### src/rtl/frz_pkg.sv
package frz_pkg;
  localparam int NUM_CRATE     = 4;
  localparam int IDX_ARM_ACC   = 0;
  localparam int IDX_ARM_QUAL  = 1;
  localparam int IDX_STOP      = 2;
  localparam int NUM_ARM       = 2;

  typedef struct packed {
    logic [NUM_CRATE-1:0] self_trig;
    logic [NUM_CRATE-1:0] ctl;
    logic                 accept;
    logic                 qual;
  } samp_t;
endpackage

### src/rtl/frz_rst_sync.sv
module frz_rst_sync #(
  parameter int STAGES = 2
) (
  input  logic clk,
  input  logic arst_n,
  output logic rst_n_o
);
  logic [STAGES-1:0] chain_q;

  always_ff @(posedge clk or negedge arst_n) begin
    if (!arst_n) chain_q <= '0;
    else         chain_q <= {chain_q[STAGES-2:0], 1'b1};
  end

  assign rst_n_o = chain_q[STAGES-1];
endmodule

### src/rtl/frz_tick_gen.sv
module frz_tick_gen (
  input  logic clk,
  input  logic rst_n,
  input  logic bx_clk,
  output logic tick
);
  logic bx_q;

  always_ff @(posedge clk or negedge rst_n) begin
    if (!rst_n) bx_q <= 1'b0;
    else        bx_q <= bx_clk;
  end

  assign tick = bx_clk & ~bx_q;
endmodule

### src/rtl/frz_sampler.sv
module frz_sampler
  import frz_pkg::*;
#(
  parameter int NUM_CH = 5
) (
  input  logic              clk,
  input  logic              rst_n,
  input  logic              tick,
  input  logic [NUM_CH-1:0] line0,
  input  logic [NUM_CH-1:0] line1,
  input  logic              accept,
  input  logic              qual,
  output samp_t             samp_q,
  output logic [NUM_CRATE-1:0] ctl_prev_q
);
  samp_t samp_d;
  logic [NUM_CRATE-1:0] ctl_prev_d;

  always_comb begin
    samp_d     = samp_q;
    ctl_prev_d = ctl_prev_q;
    if (tick) begin
      ctl_prev_d       = samp_q.ctl;
      samp_d.self_trig = line0[NUM_CRATE-1:0];
      samp_d.ctl       = line1[NUM_CRATE-1:0];
      samp_d.accept    = accept;
      samp_d.qual      = qual;
    end
  end

  always_ff @(posedge clk or negedge rst_n) begin
    if (!rst_n) begin
      samp_q     <= '0;
      ctl_prev_q <= '0;
    end else begin
      samp_q     <= samp_d;
      ctl_prev_q <= ctl_prev_d;
    end
  end

  // captured values move only on a tick
  assert_capture_on_tick_R12: assert property (@(posedge clk) disable iff (!rst_n)
    !tick |=> $stable(samp_q));
endmodule

### src/rtl/frz_arm.sv
module frz_arm (
  input  logic clk,
  input  logic rst_n,
  input  logic tick,
  input  logic line_now,
  input  logic line_prev,
  input  logic fire_cond,
  input  logic stop,
  output logic armed_q,
  output logic fire
);
  logic armed_d;
  logic set_edge;

  assign set_edge = line_now & ~line_prev;
  assign fire     = armed_q & fire_cond;

  always_comb begin
    armed_d = armed_q;
    if (tick) armed_d = ~stop & (set_edge | (armed_q & ~fire));
  end

  always_ff @(posedge clk or negedge rst_n) begin
    if (!rst_n) armed_q <= 1'b0;
    else        armed_q <= armed_d;
  end

  // a captured stop leaves the flag disarmed
  assert_stop_disarms_R9: assert property (@(posedge clk) disable iff (!rst_n)
    tick && stop |=> !armed_q);
  // a fire without a fresh edge leaves the flag disarmed
  assert_fire_disarms_R8: assert property (@(posedge clk) disable iff (!rst_n)
    tick && fire && !set_edge |=> !armed_q);
endmodule

### src/rtl/frz_ctrl.sv
module frz_ctrl
  import frz_pkg::*;
#(
  parameter int NUM_CH = 5
) (
  input  logic              clk,
  input  logic              rst_n,
  input  logic              bx_clk,
  input  logic [NUM_CH-1:0] req_line0,
  input  logic [NUM_CH-1:0] req_line1,
  input  logic              l1_accept,
  input  logic              collect_status,
  output logic              freeze_o
);
  logic rst_n_s;
  logic tick;
  samp_t samp_q;
  logic [NUM_CRATE-1:0] ctl_prev_q;
  logic [NUM_ARM-1:0] arm_q, fire, fire_cond;
  logic stop, any_self;
  logic freeze_q, freeze_d;
  logic unused_spare;

  frz_rst_sync #(.STAGES(2)) u_rst (
    .clk(clk), .arst_n(rst_n), .rst_n_o(rst_n_s));

  frz_tick_gen u_tick (
    .clk(clk), .rst_n(rst_n_s), .bx_clk(bx_clk), .tick(tick));

  frz_sampler #(.NUM_CH(NUM_CH)) u_samp (
    .clk(clk), .rst_n(rst_n_s), .tick(tick),
    .line0(req_line0), .line1(req_line1),
    .accept(l1_accept), .qual(collect_status),
    .samp_q(samp_q), .ctl_prev_q(ctl_prev_q));

  assign stop     = samp_q.ctl[IDX_STOP];
  assign any_self = |samp_q.self_trig;

  assign fire_cond[IDX_ARM_ACC]  = samp_q.accept;
  assign fire_cond[IDX_ARM_QUAL] = samp_q.accept & samp_q.qual;

  for (genvar g = 0; g < NUM_ARM; g++) begin : g_arm
    frz_arm u_arm (
      .clk(clk), .rst_n(rst_n_s), .tick(tick),
      .line_now(samp_q.ctl[g]), .line_prev(ctl_prev_q[g]),
      .fire_cond(fire_cond[g]), .stop(stop),
      .armed_q(arm_q[g]), .fire(fire[g]));
  end

  assign unused_spare = ^{req_line0[NUM_CH-1:NUM_CRATE], req_line1[NUM_CH-1:NUM_CRATE],
                          samp_q.ctl[NUM_CRATE-1], ctl_prev_q[NUM_CRATE-1:IDX_STOP], arm_q};

  always_comb begin
    freeze_d = freeze_q;
    if (tick) begin
      if (stop) freeze_d = 1'b0;
      else      freeze_d = freeze_q | any_self | (|fire);
    end
  end

  always_ff @(posedge clk or negedge rst_n_s) begin
    if (!rst_n_s) freeze_q <= 1'b0;
    else          freeze_q <= freeze_d;
  end

  assign freeze_o = freeze_q;

  // output only moves after a tick
  assert_freeze_on_tick_R12: assert property (@(posedge clk) disable iff (!rst_n_s)
    !tick |=> $stable(freeze_q));
  // stop beats any start
  assert_stop_wins_R7: assert property (@(posedge clk) disable iff (!rst_n_s)
    tick && stop |=> !freeze_q);
  // held until stop
  assert_hold_R6: assert property (@(posedge clk) disable iff (!rst_n_s)
    tick && freeze_q && !stop |=> freeze_q);
  // self trigger sets the output
  assert_self_set_R2: assert property (@(posedge clk) disable iff (!rst_n_s)
    tick && any_self && !stop |=> freeze_q);
endmodule

### config.mk
export PLATFORM = sky130hd
export DESIGN_NAME = frz_ctrl
export DESIGN_NICKNAME = d
export VERILOG_FILES = /design/src/rtl/frz_pkg.sv /design/src/rtl/frz_rst_sync.sv /design/src/rtl/frz_tick_gen.sv /design/src/rtl/frz_sampler.sv /design/src/rtl/frz_arm.sv /design/src/rtl/frz_ctrl.sv
export SDC_FILE = /design/constraint.sdc
export NUM_CORES = 1
export LEC_CHECK = 0
export CORE_MARGIN = 1
export CORE_UTILIZATION = 37
export CTS_BUF_LIST = sky130_fd_sc_hd__clkbuf_4 sky130_fd_sc_hd__clkbuf_8 sky130_fd_sc_hd__clkbuf_16
export CTS_CLUSTER_DIAMETER = 80
export DETAILED_ROUTE_END_ITERATION = 10
export PLACE_DENSITY_LB_ADDON = 0.1
export RECOVER_POWER = 50
export SKIP_CTS_REPAIR_TIMING = 1
export SLEW_MARGIN = 20
export SYNTH_ARGS = -nofsm -noshare
export SYNTH_HDL_FRONTEND = slang
export SYNTH_SLANG_ARGS = --single-unit
### constraint.sdc
create_clock -name clk -period 0.8 [get_ports clk]
set_input_delay 0.16 -clock clk [delete_from_list [all_inputs] [get_ports clk]]
set_output_delay 0.16 -clock clk [all_outputs]
set_load 0.01 [all_outputs]
== Word-level counts from Yosys, hierarchy flattened ==
Index checks and enable logic that the tools add are counted.
Widths: inputs -> output; s select.
Storage, ports and cells
  bits in registers: 17
  bits of input ports: 15
  word-level logic and storage cells: 33
Operators by class
  multiplexer cells: 1
  bitwise logic cells: 20
  reductions and logical operators: 2
Operators with widths (number)
  $and 1x1->1: 10
  $not 1->1: 6
  $or 1x1->1: 4
  $reduce_or 4->1: 1
  $reduce_or 2->1: 1
  $mux 1: 1

== Logic depth before layout (Yosys ltp) ==
Gate-level depths: netlist (run 1).
  depth after elaboration: 6
  gate-level depth with buffers: 4
  gate-level depth less buffers: 3

== Hierarchy ==
From an unflattened synthesis (run 1), not the netlist that was laid out.
Second synthesis, totals
  cell total of the unflattened synthesis: 51
  area, all modules: 782.0 um^2
By module, submodules not included
  frz_sampler: times used 1, cells an instance 29, area an instance 519.2 um^2
  frz_arm: times used 2, cells an instance 5, area an instance 53.8 um^2
  frz_ctrl: times used 1, cells an instance 7, area an instance 62.6 um^2
  frz_rst_sync: times used 1, cells an instance 3, area an instance 53.8 um^2
  frz_tick_gen: times used 1, cells an instance 2, area an instance 38.8 um^2

== Worst setup path before layout (run 1) ==
Ideal clock, no wire load.
  path kind: register to register
  from: register, netlist name u_samp.samp_q[7]
  to: register freeze_q (netlist: freeze_o)
  library setup time: 0.132 ns
  arrival: 1.125 ns
  data required time: 0.668 ns
  path slack: -0.457 ns
  stages on the path, launching flop included: 4
  clock period less this slack: 1.257 ns
  cells stage by stage: dfrtp_1 -> or4_1 -> a211oi_2 -> a211oi_1
On the way
  longest elaborated chain between the ends: 4
RTL lines
  $reduce_or 4->1: line frz_ctrl.sv:37  | assign any_self = |samp_q.self_trig;
  $or 1x1->1 (2 in series): line frz_ctrl.sv:57  | else freeze_d = freeze_q | any_self | (|fire);
  $mux 1: line frz_ctrl.sv:56  | if (stop) freeze_d = 1'b0;
  to (signal assigned): line frz_ctrl.sv:63  | else freeze_q <= freeze_d;
  to (decl): line frz_ctrl.sv:21  | logic freeze_q, freeze_d;
No other way between the ends.
A chain may end at the register's enable or synchronous reset.

== Final worst setup path (run 1) ==
  from: register, netlist name u_samp.samp_q[8]
  to: register freeze_q (netlist: freeze_o)
On the way
  longest elaborated chain between the ends: 4
RTL lines (line)
  $reduce_or 4->1: frz_ctrl.sv:37
  $or 1x1->1 (2 in series): frz_ctrl.sv:57
  $mux 1: frz_ctrl.sv:56
No other way between the ends.

==> results.cfg, run 1 <==
[placed_design]
dpl.hpwl_um = 830
place_congestion = 0.757
io_buffers = 12
placed_area_um2 = 833

[logic_synthesis]
synthMuxAreaShare = 0
synth_xor_area_frac = 0
yosys.area_share.simple = 0.188
synthDistinctLibCells = 16
yosys.area.top_type = dfrtp_1
syn-num-nets = 79
syn_area_um2 = 647
synth-edff-count = 0
synthTopCellsByCount = 25 x nand2_1, 17 x dfrtp_1, 6 x o21ai_0
synthTopCellsByArea = dfrtp_1 66%, nand2_1 15%, o21ai_0 4.6%
synthAdderAreaFrac = 0
synthCells = 64
ys_async_sr_fraction = 1.00
synth_area_per_cell_um2 = 10.1
synth_top_family_by_area = simple AND/OR/NAND/NOR gates
yosysWarningCount = 0
synth_top_area_share = 0.658
synth_flop_cell = dfrtp_1
synth-compound-area-share = 0.124
ys_ff_latch = 17
yosysMostFrequentCell = nand2_1
seq_area_frac_synth = 0.658

[clock_tree]
worst_skew_pair.late_latency_ps = 280
htree_levels = 1
clock_path_buffers = 2
cts_sinks = 17
clk_pin_slew_ps = 90
cts_buffers = 3
root_buffer = clkbuf_4
cts_tree = built

[drt]
drtAntennaViolNets = 0
drt_iter0_drc = 5
wl_met3_um = 32
vias = 518
wl_per_cell_um = 11.8
drc_errors = 1
viasPerCell = 5.08
met2_length_um = 590
wl_um = 1210
wl_met1_um = 569
topRoutingLayerUsed = met4
drt_pre_antenna_iters = 7

[setup_path]
rr_endpoint = freeze_o
cp.arrival_ps = 1410
r2r-start = u_samp.samp_q[8]
cp.required_ps = 960
path_max_fanout = 2
rr_worst_depth = 3
crit_type = reg2reg
cpMaxStageDelayCell = or4_4
critical_path.top_delay_family = simple AND/OR/NAND/NOR gates
startpoint_type = register
crit_chain = or4_4 > a211oi_2 > a211oi_1
reg2reg_slack_ps = -450
critPathMaxStageDelay_ps = 540
path_buf_inv = 0
end_kind = register

[pwr]
p_total_mw = 1.93
leakagePower_nw = 0.452
p_per_area_nw_per_um2 = 2080
max-vdd-ir-drop_uv = 1190

[status]
status = finished, violations left
violations = DRC, setup timing

[sta]
setup_viol_count_final = 15
grt_setup_unrepaired = yes
slew_viol_final = 0
finalCriticalPeriod_ps = 1250
fin_skew_ps = 3.65
fmax_ghz = 0.802
post-route-period-util = 1.56
setup_ws_ps = -448
hold_viol_final = 0

[floorplanning]
die_area_um2 = 1920
core_area_um2 = 1580
io-pin-count = 16
die_y_um = 43.8
std_cell_rows = 14
die-width_um = 43.8
floorplan.initialDensity = 0.410

[finish]
synthToLayoutAreaGrowth_pct = 43.7
nets = 102
fin_util = 0.590
stdcell_area_um2 = 930
antennaDiodeCount = 0
drive_above_1_share = 0.337

[global_route]
antenna_found_initial = 0
grt_pass1_vias = 479
globalRouteTotalUtil = 0.154
grt_pass1_wl_um = 1990
grt_max_degree = 16
gr-total-overflow = 0

[min_path]
holdPathEnd = u_tick.bx_q
hold_class = in2reg
hp-start = bx_clk
min_delay_path_depth = 1

[job]
max_cap_viol_count = 0
==> area by class of cell <==
class                      instances  area (um^2)
fill                             143          647
sequential                        17          425
multi-input combinational         44          278
timing repair buffer              19          169
clock buffer                       4         30.0
tap                               16         20.0
inverter                           2         7.51
==> flip-flops by register name, indices dropped and copies added, names as in the netlist <==
| name | flops |
|---|---|
| u_samp.samp_q | 9 |
| g_arm.u_arm.armed_q | 2 |
| u_rst.chain_q | 2 |
| u_samp.ctl_prev_q | 2 |
| freeze_o | 1 |
| u_tick.bx_q | 1 |
==> power by group <==
part | total [mW] | internal, mW | switching, mW
logic | 0.392 | 0.214 | 0.178
clock network | 0.475 | 0.227 | 0.248
registers | 1.06 | 0.984 | 0.0795
==> how the worst max path moves through the flow <==
| stage | from | end | slack, ps | cells past startpoint |
|---|---|---|---|---|
| finish | u_samp.samp_q[8] | freeze_o | -450 | 3 |
| CTS | freeze_o | freeze_o | -580 | 1 |
| global route | u_samp.samp_q[8] | freeze_o | -480 | 3 |
| global placement | bx_clk | freeze_o | -470 | 4 |
| detailed placement | bx_clk | freeze_o | -540 | 4 |
| floorplan | u_samp.samp_q[8] | freeze_o | -400 | 3 |
==> per-layer routing <==
| layer | vias to the layer above | track usage |
|---|---|---|
| met5 | - | 0 |
| met4 | 0 | 0.113 |
| met3 | 2 | 0.0625 |
| met2 | 8 | 0.233 |
| met1 | 253 | 0.175 |
| li1 | 255 | - |
==> per-stage QoR <==
| stage | std cells | TNS (ps) | hold slack, ps | setup slack, ps |
|---|---|---|---|---|
| final | 102 | -1910 | 114 | -448 |
| after global routing | 102 | -2750 | 101 | -485 |
| after CTS | 100 | -3020 | 13.0 | -576 |
| after detailed placement | 96 | -6520 | 174 | -539 |
| after global placement | 96 | -5930 | 178 | -474 |
| after floorplan | 64 | -1250 | -136 | -398 |
==> logic make-up after synthesis <==
kind of cell           after synthesis
and+or+nand+nor                     30
DFF                                 17
AOI/OAI and AO/OA                   12
buffers and inverters                4
other                                1
==> cells in the final DEF (no fill, tap or decap), drive strengths merged, types with 2 or more instances in the layout <==
| cell | instances |
|---|---|
| o21ai | 6 |
| nand2b | 2 |
| dfrtp | 17 |
| a211oi | 2 |
| buf | 5 |
| clkbuf | 7 |
| nor2 | 2 |
| clkdlybuf4s50 | 10 |
| o41ai | 2 |
| inv | 2 |
| nand2 | 25 |
No activity file was read; power rests on OpenSTA's default activity.
==> run 2: changes to the inputs <==
- CAP_MARGIN: not set -> 20
- CORE_MARGIN: 1 -> 2
- GPL_TIMING_DRIVEN: not set -> 0
==> run 2 against run 1 <==
Effect of this change: the flow finishes with violations (setup timing); clock power increased by 0.8%; utilization decreased by 0.89 points; total power increased by 3.1%; register-to-register slack about the same; wire length increased by 9.5%; fmax decreased by 0.41%; sequential power about the same; count of clock-buffer cells in the layout unchanged; via count increased by 1.2%.
==> results.cfg, run 2 (same netlist as run 1, synthesis figures left out) <==
[setup_path]
rr_worst_depth = 3
crit_type = reg2reg
r2r-start = u_samp.samp_q[8]
cp.required_ps = 980
cp.arrival_ps = 1430
rr_endpoint = freeze_o
end_kind = register
reg2reg_slack_ps = -450
startpoint_type = register
path_max_fanout = 2

[status]
status = finished, violations left
violations = setup timing

[placed_design]
io_buffers = 12
placed_area_um2 = 815
place_congestion = 0.722
dpl.hpwl_um = 826
dpl.cell_count = 93

[drt]
drc_errors = 0
drt_pre_antenna_iters = 4
viasPerCell = 5.09
wl_per_cell_um = 12.8
vias = 524
wl_um = 1320
drtAntennaViolNets = 0
drt_iter0_drc = 3

[global_route]
gr-total-overflow = 0
antenna_found_initial = 0
grt_max_degree = 16
grt_pass1_vias = 468
globalRouteTotalUtil = 0.142
grt_pass1_wl_um = 2040

[floorplanning]
std_cell_rows = 15
die_y_um = 45.8
die-width_um = 45.8
io-pin-count = 16
floorplan.initialDensity = 0.383
die_area_um2 = 2100
core_area_um2 = 1690

[clock_tree]
cts_buffers = 3
htree_levels = 1
cts_sinks = 17
worst_skew_pair.late_latency_ps = 290
clock_path_buffers = 2
root_buffer = clkbuf_4
clk_pin_slew_ps = 100
cts_tree = built

[min_path]
min_delay_path_depth = 1
holdPathEnd = u_tick.bx_q
hp-start = bx_clk
hold_class = in2reg

[finish]
largest_reg_flops = 9
nets = 102
drive_above_1_share = 0.395
stdcell_area_um2 = 981
top_register = u_samp.samp_q
mostFrequentLayoutCells = 16 x dfrtp_1, 15 x nand2_1, 9 x clkdlybuf4s50_1
final_common_cell = dfrtp_1
stdcell_count = 103
fill_cells = 145
antennaDiodeCount = 0
synthToLayoutAreaGrowth_pct = 51.6

[sta]
post-route-period-util = 1.57
slew_viol_final = 0
fin_skew_ps = 12.5
slew-limit-headroom = 0.604
grt_setup_unrepaired = yes
setup_viol_count_final = 15
hold_viol_final = 0
setup_ws_ps = -453
tightest_slew_ps = 594
fmax_ghz = 0.798
finalCriticalPeriod_ps = 1250

[pwr]
max-vdd-ir-drop_uv = 1130
leakagePower_nw = 0.474
p_per_area_nw_per_um2 = 2030

[job]
max_cap_viol_count = 0
[run 2: cell types whose count changed in the layout (fill, tap and decap cells not counted), moves of 2 or more]
| cell | change |
|---|---|
| o21ai_1 | -2 |
| o21ai_2 | +2 |
| nand2_2 | -2 |
| buf_6 | +2 |
[run 2: metal layers]
layer	vias to the layer above	track usage	share of wire	wire length, um
met5	-	0	0	0
met4	0	0.103	0.038	50
met3	6	0.0357	0.025	33
met2	10	0.203	0.50	664
met1	253	0.183	0.43	575
li1	255	-	-	-
[run 2: cell type report]
type                       count  area, um^2  share of cell area
clock buffer                   4        30.0              0.0306
inverter                       2        7.51             0.00765
timing repair buffer          18         183               0.186
tap                           17        21.3              0.0217
sequential                    17         427               0.435
multi-input combinational     43         287               0.292
buffer                         2        26.3              0.0268
[run 2: worst max path at each step]
stage / slack [ps] / to / cells after the start / start
6_report: -450 / freeze_o / 3 / u_samp.samp_q[8]
5_1_grt: -490 / freeze_o / 3 / u_samp.samp_q[8]
4_1_cts: -610 / freeze_o / 1 / freeze_o
3_5_place_dp: -570 / u_samp.samp_q[3] / 5 / bx_clk
3_3_place_gp: -530 / freeze_o / 4 / bx_clk
2_1_floorplan: -400 / freeze_o / 3 / u_samp.samp_q[8]
[run 2: metrics by stage]
stage                      util  setup WS, ps  power [mW]  hold slack, ps  setup TNS (ps)
after floorplan               -          -398        1.26            -136           -1250
after global placement    0.482          -528        1.39             270           -6830
after detailed placement  0.482          -569        1.40             265           -7340
after CTS                 0.500          -614        1.88            19.4           -3800
after global routing      0.581          -493        2.12            56.3           -3700
final                     0.581          -453        1.99            72.0           -2700
[run 2: power breakdown]
| part | total (mW) | switching, mW | internal, mW |
|---|---|---|---|
| Clock | 0.479 | 0.252 | 0.227 |
| Combinational | 0.424 | 0.182 | 0.241 |
| Sequential | 1.09 | 0.102 | 0.985 |
[run 2: critical path: stages, from the launching register on]
cell      delay [ps]
dfrtp_1          390
or4_4            530
a211oi_2         180
a211oi_2          50
==> run 3: changes to the inputs <==
- CORE_UTILIZATION: 37 -> 45
==> run 3 against run 2 <==
Effect of this change: fmax shrank 2.1%; count of clock-buffer cells in the layout fell by 1; clock skew shrank 9.5 ps; critical path depth unchanged; the flow still finishes with violations (setup timing); global-route usage rose by 2.2 points; total power decreased by 2.4%; worst setup slack got worse by 26 ps; sequential cell count unchanged; final area is 4.5% lower; largest power group unchanged; cell count shrank 3.9%.
==> results.cfg, run 3 (same netlist as run 1, synthesis figures left out) <==
[finish]
mostFrequentLayoutCells = 17 x dfrtp_1, 16 x nand2_1, 9 x clkdlybuf4s50_1
antennaDiodeCount = 0
synthToLayoutAreaGrowth_pct = 44.9
drive_above_1_share = 0.321
final_common_cell = dfrtp_1
top_register = u_samp.samp_q
fill_cells = 105
nets = 100
largest_reg_flops = 9

[global_route]
use_met1 = 0.197
antenna_found_initial = 0
globalRouteTotalUtil = 0.164
grt_pass1_wl_um = 2130
grt_pass1_vias = 527
use_met2 = 0.266
grt_max_degree = 16
busiest_layer = met2
gr-total-overflow = 0
met3_usage = 0.0261

[drt]
drt_iter0_drc = 9
wl_um = 1210
drt_pre_antenna_iters = 4
drc_errors = 0
vias = 512
drtAntennaViolNets = 0
wl_per_cell_um = 12.2
viasPerCell = 5.17

[placed_design]
io_buffers = 12
dpl.hpwl_um = 827
place_congestion = 0.678

[setup_path]
path_max_fanout = 2
end_kind = register
crit_chain = or4_4 > a211oi_2 > a211oi_1
critical_path.top_delay_family = simple AND/OR/NAND/NOR gates
critPathMaxStageDelay_ps = 540
cp.required_ps = 980
cp.arrival_ps = 1460
cpMaxStageDelayCell = or4_4
crit_type = reg2reg
path_buf_inv = 0
reg2reg_slack_ps = -480
startpoint_type = register

[floorplanning]
die_area_um2 = 1760
core_area_um2 = 1320
die_y_um = 41.9
floorplan.initialDensity = 0.491
io-pin-count = 16
std_cell_rows = 13
die-width_um = 41.9

[sta]
grt_setup_unrepaired = yes
setup_ws_ps = -479
fin_skew_ps = 3.00
setup_viol_count_final = 15
hold_ws_ps = 47.0
post-route-period-util = 1.60
slew_viol_final = 0
slew-limit-headroom = 0.614
fmax_ghz = 0.782
finalCriticalPeriod_ps = 1280
hold_viol_final = 0
tightest_slew_ps = 579

[pwr]
p_per_area_nw_per_um2 = 2070
leakagePower_nw = 0.443
max-vdd-ir-drop_uv = 1130
p_total_mw = 1.94

[clock_tree]
cts_tree = built
clock_path_buffers = 2
worst_skew_pair.late_latency_ps = 290
cts_buffers = 3
cts_sinks = 17
clk_pin_slew_ps = 100
root_buffer = clkbuf_4
htree_levels = 1

[status]
status = finished, violations left
violations = setup timing

[min_path]
hold_class = in2reg

[job]
max_cap_viol_count = 0
-- run 3: worst reg2reg max path, stage by stage, from the launching register on --
cell,delay [ps]
dfrtp_1,400
or4_4,540
a211oi_2,170
a211oi_1,60
-- run 3: layout make-up --
type | count | area [um^2] | share of cell area
Timing Repair Buffer | 16 | 163 | 0.174
Tap cell | 15 | 18.8 | 0.0200
Inverter | 2 | 7.51 | 0.00801
Clock inverter | 1 | 7.51 | 0.00801
Sequential cell | 17 | 425 | 0.454
Clock buffer | 3 | 22.5 | 0.0240
Buffer | 2 | 26.3 | 0.0280
Multi-Input combinational cell | 43 | 267 | 0.284
-- run 3: routing by layer --
metal	part of all wire	wire length, um
met5	0	0
met4	0.018	22
met3	0.029	35
met2	0.53	636
met1	0.43	517
-- run 3: worst paths after layout --
kind / start / to / cells past startpoint
max in group asynchronous: rst_n / u_rst.chain_q[1] / 2
worst min-delay path: bx_clk / u_tick.bx_q / 1
min in group asynchronous: u_rst.chain_q[1] / u_samp.samp_q[2] / 0
worst min register to register: u_rst.chain_q[1] / u_samp.samp_q[2] / 0
worst max register to register: u_samp.samp_q[8] / freeze_o / 3
worst max-delay path: u_samp.samp_q[8] / freeze_o / 3
-- run 3: power by group --
group	total (mW)	switching [mW]	internal, mW
clock network	0.472	0.281	0.190
registers	1.09	0.106	0.984
logic	0.382	0.163	0.219
total	1.94	0.550	1.39
-- run 3: through the flow --
stage / util / std cells / setup TNS (ps) / worst slack (ps) / instance area [um^2]
6_report: 0.711 / 99 / -2820 / -479 / 937
3_5_place_dp: 0.616 / 91 / -7200 / -553 / 812
2_1_floorplan: - / 64 / -1250 / -398 / 673
5_1_grt: 0.711 / 99 / -3640 / -514 / 937
3_3_place_gp: 0.616 / 91 / -6740 / -519 / 812
4_1_cts: 0.639 / 95 / -3670 / -618 / 842
